[config.mk]
export PLATFORM = sky130hd
export DESIGN_NAME = burst_sram
export DESIGN_NICKNAME = d
export VERILOG_FILES = /design/src/rtl/sram_pkg.sv /design/src/rtl/sram_cycle_decode.sv /design/src/rtl/sram_burst_addr.sv /design/src/rtl/sram_byte_array.sv /design/src/rtl/burst_sram.sv
export SDC_FILE = /design/constraint.sdc
export NUM_CORES = 2
export LEC_CHECK = 0
export BUFFER_PORTS_ARGS = -buffer_cell sky130_fd_sc_hd__buf_2
export CAP_MARGIN = 20
export CORE_MARGIN = 10
export CORE_UTILIZATION = 50
export CTS_BUF_LIST = sky130_fd_sc_hd__clkbuf_16
export CTS_CLUSTER_SIZE = 14
export DETAILED_ROUTE_END_ITERATION = 8
export PLACE_DENSITY = 0.67
export SLEW_MARGIN = 20
export SYNTH_ARGS = -nofsm -noshare
export SYNTH_HDL_FRONTEND = slang
export SYNTH_HIERARCHICAL = 1
export SYNTH_SLANG_ARGS = --single-unit
[constraint.sdc]
create_clock -name clk -period 4.4 [get_ports clk]
set_input_delay 0.22 -clock clk [delete_from_list [all_inputs] [get_ports clk]]
set_output_delay 0.22 -clock clk [all_outputs]
set_load 0.1 [all_outputs]
[src/rtl/sram_pkg.sv]
package sram_pkg;
  typedef enum logic [1:0] {
    OP_IDLE  = 2'd0,
    OP_BEGIN = 2'd1,
    OP_CONT  = 2'd2,
    OP_SUSP  = 2'd3
  } op_e;
endpackage

[src/rtl/sram_cycle_decode.sv]
module sram_cycle_decode
  import sram_pkg::*;
#(
  parameter int LANES = 4
) (
  input  logic             pstb_n,
  input  logic             cstb_n,
  input  logic             adv_n,
  input  logic             cs_main_n,
  input  logic             cs_hi,
  input  logic             cs_lo_n,
  input  logic             gw_n,
  input  logic             bw_n,
  input  logic [LANES-1:0] lane_wr_n,
  input  logic             active,
  output op_e              op,
  output logic [LANES-1:0] lane_we
);
  logic             sel_ok;
  logic [LANES-1:0] lanes_req;

  assign sel_ok = cs_hi & ~cs_lo_n;

  always_comb begin
    if (!gw_n)      lanes_req = '1;
    else if (!bw_n) lanes_req = ~lane_wr_n;
    else            lanes_req = '0;
  end

  always_comb begin
    op      = OP_IDLE;
    lane_we = '0;
    if (!cstb_n && cs_main_n) begin
      op = OP_IDLE;                              // controller strobe while unselected
    end else if (!pstb_n && !cs_main_n) begin
      op = sel_ok ? OP_BEGIN : OP_IDLE;          // always a read, enables ignored
    end else if (!cstb_n) begin
      if (sel_ok) begin
        op      = OP_BEGIN;
        lane_we = lanes_req;
      end
    end else if (active) begin
      op      = adv_n ? OP_SUSP : OP_CONT;
      lane_we = lanes_req;
    end
  end
endmodule

[src/rtl/sram_burst_addr.sv]
module sram_burst_addr
  import sram_pkg::*;
#(
  parameter int AW = 6,
  parameter int BB = 2
) (
  input  logic          clk,
  input  logic          rst,
  input  logic          en,
  input  op_e           op,
  input  logic          linear,
  input  logic [AW-1:0] ext_addr,
  output logic [AW-1:0] acc_addr,
  output logic          active
);
  logic [AW-1:0] base;
  logic [BB-1:0] cnt;
  logic [BB-1:0] cnt_use;
  logic [BB-1:0] low;

  assign cnt_use = (op == OP_CONT) ? cnt + 1'b1 : cnt;
  assign low     = linear ? (base[BB-1:0] + cnt_use) : (base[BB-1:0] ^ cnt_use);

  always_comb begin
    if (op == OP_BEGIN) acc_addr = ext_addr;
    else                acc_addr = {base[AW-1:BB], low};
  end

  always_ff @(posedge clk) begin
    if (rst) begin
      base   <= '0;
      cnt    <= '0;
      active <= 1'b0;
    end else if (en) begin
      case (op)
        OP_BEGIN: begin
          base   <= ext_addr;
          cnt    <= '0;
          active <= 1'b1;
        end
        OP_CONT:  cnt    <= cnt_use;
        OP_IDLE:  active <= 1'b0;
        default:  ;
      endcase
    end
  end
endmodule

[src/rtl/sram_byte_array.sv]
module sram_byte_array #(
  parameter int LANES  = 4,
  parameter int BYTE_W = 8,
  parameter int DEPTH  = 64,
  localparam int AW    = $clog2(DEPTH),
  localparam int DW    = LANES * BYTE_W
) (
  input  logic             clk,
  input  logic             en,
  input  logic [LANES-1:0] we,
  input  logic             re,
  input  logic [AW-1:0]    addr,
  input  logic [DW-1:0]    din,
  output logic [DW-1:0]    rd_data
);
  for (genvar l = 0; l < LANES; l++) begin : g_lane
    logic [BYTE_W-1:0] mem [DEPTH];
    always_ff @(posedge clk) begin
      if (en && we[l]) mem[addr] <= din[l*BYTE_W +: BYTE_W];
      if (en && re)    rd_data[l*BYTE_W +: BYTE_W] <= mem[addr];
    end
  end
endmodule

[src/rtl/burst_sram.sv]
module burst_sram
  import sram_pkg::*;
#(
  parameter int LANES      = 4,
  parameter int BYTE_W     = 8,
  parameter int DEPTH      = 64,
  parameter int BURST_BITS = 2,
  localparam int AW        = $clog2(DEPTH),
  localparam int DW        = LANES * BYTE_W
) (
  input  logic             clk,
  input  logic             rst,
  input  logic             flow_thru,
  input  logic             burst_lin,
  input  logic             sleep,
  input  logic             cs_main_n,
  input  logic             cs_hi,
  input  logic             cs_lo_n,
  input  logic             pstb_n,
  input  logic             cstb_n,
  input  logic             adv_n,
  input  logic             gw_n,
  input  logic             bw_n,
  input  logic [LANES-1:0] lane_wr_n,
  input  logic [AW-1:0]    addr,
  input  logic [DW-1:0]    din,
  input  logic             oe_n,
  output logic [DW-1:0]    dout,
  output logic             dout_en
);
  op_e              op_code;
  logic [LANES-1:0] lane_we;
  logic             active;
  logic [AW-1:0]    acc_addr;
  logic [DW-1:0]    rd_data;
  logic             wr_op;
  logic             rd_op;
  logic             run;
  logic             valid_rd;
  logic             drive_p;
  logic [DW-1:0]    out_q;

  assign run   = ~sleep;
  assign wr_op = |lane_we;
  assign rd_op = (op_code != OP_IDLE) && !wr_op;

  sram_cycle_decode #(.LANES(LANES)) dec_i (
    .pstb_n(pstb_n), .cstb_n(cstb_n), .adv_n(adv_n),
    .cs_main_n(cs_main_n), .cs_hi(cs_hi), .cs_lo_n(cs_lo_n),
    .gw_n(gw_n), .bw_n(bw_n), .lane_wr_n(lane_wr_n),
    .active(active), .op(op_code), .lane_we(lane_we)
  );

  sram_burst_addr #(.AW(AW), .BB(BURST_BITS)) bur_i (
    .clk(clk), .rst(rst), .en(run), .op(op_code), .linear(burst_lin),
    .ext_addr(addr), .acc_addr(acc_addr), .active(active)
  );

  sram_byte_array #(.LANES(LANES), .BYTE_W(BYTE_W), .DEPTH(DEPTH)) arr_i (
    .clk(clk), .en(run), .we(lane_we), .re(rd_op),
    .addr(acc_addr), .din(din), .rd_data(rd_data)
  );

  always_ff @(posedge clk) begin
    if (rst) begin
      valid_rd <= 1'b0;
      drive_p  <= 1'b0;
      out_q    <= '0;
    end else if (run) begin
      valid_rd <= rd_op;
      drive_p  <= valid_rd & ~wr_op;
      if (valid_rd) out_q <= rd_data;
    end
  end

  assign dout    = flow_thru ? rd_data : out_q;
  assign dout_en = (flow_thru ? valid_rd : drive_p) & ~oe_n & ~sleep;
endmodule

==> reports/qor.csv <==
metric,value,unit
synth_edf_count,2080,
cts_tree,done,
criticalPathCategory,reg -> reg,
drc,0,
cp-start-kind,register,
postPlaceCellArea,89930,um2
drtIter0Drc,7174,
wirelength,232.4,mm
avgSynthCellArea,17.39,um2
worstHoldPathType,in -> reg,
power_density,423.6,nW/um2
drt-vias-per-instance,6.324,
violations,hold timing,
grt_most_used_layer,met2,
synthCells,4701,
die_x,424.3,um
dp_slack,-331.4,ps
path_max_fanout,15,
dr_total_vias,49070,
seq_area_frac_synth,77.46,%
mappedNetlistArea,81750,um2
drv_cap,0,
grt_use_met1,35.32,%
gr-total-overflow,0,
syn-num-nets,4762,
design_area,96890,um2
synth_area_leaders,"edfxtp_1, mux4_2, a22oi_1",
slew_viol_final,0,
critPathRequiredTime,4960,ps
fp.coreArea,162600,um2
yosysWarnings,6,
synth_top_cell_by_area,edfxtp_1,
fmax,0.2306,GHz
clk_pin_slew_worst_paths,60,ps
synth_commonest_cells,"edfxtp_1, nor2_1, a22oi_1, a221oi_1, nand2_1",
synth_top_area_share,76.41,%
routabilityCongestion,0.9002,
hpwlAfterDp,150.1,mm
timing.final.crit_share,98.54,%
grt_pass1_wl,333.8,mm
async_flop_share,0,%
die_height,424.3,um
hold_violations,9,
setup_viol,0,
first_pass_iters,8,
ant_nets,0,
cts_buffers,203,
port_buffers,88,
area_growth_syn_to_layout,18.52,%
yosys_most_used_dff,edfxtp_1,
drive_gt1_share,25.11,%
grt_usage,25.09,%
grt_setup_unrepaired,true,
antenna_found_initial,19,
synth_seq_cells,2123,
synth_cell_type_count,74,
fin_skew,33.00,ps
worstMarginPinSlew,1119,ps
h-tree-depth,4,
boundaryPins,89,
end_kind,register,
tns,0,ps
worst_ep_arrival_time,4900,ps
root_buffer,clkbuf_16,
leakagePower,31.53,nW
dieArea,180100,um2
grt_max_degree,68,
clkLatencyLatePin,840,ps
slew_headroom,25.40,%
yosysMostFrequentCell,edfxtp_1,
rows,148,
grt_pass1_vias,47597,
grt_use_met2,38.32,%
ir_drop,0.3645,mV
fin_ws,64.22,ps
nets,5475,
start_util,50.28,%
grtUsageMet3,6.299,%
avgRoutedWirePerCell,29.95,um
cts.sinks,2123,
period_needed,4336,ps
holdWs,-9.502,ps
outcome,"finished, violations left",
final_util,59.59,%
cts_buffer_depth,3,
==> worst max-delay path: stages, from the launching register on <==
cell,delay [ps]
dfxtp_1,330
o211a_1,190
a22o_4,160
inv_2,50
buf_4,130
ha_1,220
and2_4,180
xnor3_1,360
mux2i_4,250
buf_12,210
nor2_4,150
buf_12,200
buf_12,150
a221oi_1,350
a21oi_1,70
o21ai_0,340
o21ai_0,200
or4_1,520
==> per-stage QoR <==
step	instances	total power, W
after CTS	7739	0.04092
after floorplan	4701	0.02366
final	7759	0.04104
after global placement	7351	0.02477
after global routing	7755	0.04194
after detailed placement	7351	0.02481
==> report_power, final <==
part	internal [W]	switching [W]	total, W
clock	0.00908	0.00747	0.0166
combinational	0.000772	0.00147	0.00225
sequential	0.0222	0.0000236	0.0222
total	0.0321	0.00897	0.0410
==> final timing paths <==
kind	cells after the start	startpoint	slack, ps	to
worst max-delay path	17	bur_i/active	60	arr_i/rd_data[10]
worst min-delay path	1	din[15]	-10	arr_i/g_lane[1].mem[13][7]
worst min register to register	2	out_q[12]	450	out_q[12]
worst max register to register	17	bur_i/active	60	arr_i/rd_data[10]
==> placed cells by master, fill, tap and decap left out, types with 9 or more instances in the layout <==
| cell | count |
|---|---|
| nand2_1 | 203 |
| bufinv_16 | 11 |
| o221ai_1 | 29 |
| a221o_1 | 36 |
| clkinv_1 | 53 |
| inv_1 | 54 |
| nor2_1 | 331 |
| o31ai_1 | 22 |
| o21ai_0 | 115 |
| o21ai_1 | 9 |
| nor4_1 | 10 |
| mux2i_1 | 170 |
| nand3_1 | 31 |
| a21oi_1 | 122 |
| o22ai_1 | 88 |
| dlygate4sd3_1 | 18 |
| a221oi_1 | 189 |
| o311ai_0 | 13 |
| buf_4 | 662 |
| or4_1 | 17 |
| a221oi_2 | 19 |
| nor3_1 | 11 |
| buf_12 | 79 |
| or3_1 | 14 |
| clkbuf_16 | 212 |
| o211ai_1 | 27 |
| buf_2 | 83 |
| dfxtp_1 | 43 |
| edfxtp_1 | 2080 |
| a22o_1 | 108 |
| mux2_2 | 96 |
| a22oi_1 | 287 |
| a211oi_1 | 31 |
| clkinv_2 | 38 |
| mux4_2 | 104 |
==> final cells by class <==
class	instances	area (um2)
Antenna cell	5	12.51
Clock buffer	206	5155
Clock inverter	164	1028
Fill cell	11800	65700
Inverter	8	30.03
Multi-Input combinational cell	2220	17160
Sequential cell	2123	63320
Tap cell	2175	2721
Timing Repair Buffer	858	7462
==> cells by family (layout without fill, tap and decap cells) <==
family | Yosys count | count (layout) | share of synthesized area (%)
xor+xnor | 3 | 3 | 0.04898
compound gates | 1141 | 1141 | 10.29
fa+ha+maj | 5 | 5 | 0.07653
mux | 378 | 378 | 6.383
buf+inv | 358 | 1236 | 2.120
simple gates | 693 | 693 | 3.623
flops | 2123 | 2123 | 77.46
other cells | 0 | 5 | 0
==> layer usage <==
| metal | routed length (um) | vias to the layer above |
|---|---|---|
| met5 | 285 | - |
| met3 | 27680 | 466 |
| li1 | - | 20684 |
| met4 | 7967 | 14 |
| met1 | 90200 | 24945 |
| met2 | 106200 | 2961 |
==> registers in the layout, indices dropped and copies added (netlist names) <==
register          flops
bur_i/active          1
arr_i/rd_data        32
drive_p               1
arr_i/g_lane.mem   2048
bur_i/cnt             2
valid_rd              1
bur_i/base            6
out_q                32
==> repair_timing <==
action / CTS / global route
pin swaps: 1 / 12
resized for setup: 17 / 51
endpoints found under the setup margin: 18 / 174
hold buffers: 15 / 3
buffers inserted: 3 / 6
hold endpoints to repair: 28 / 92
gates cloned: 0 / 6
Power figures use the tool's default switching activity.
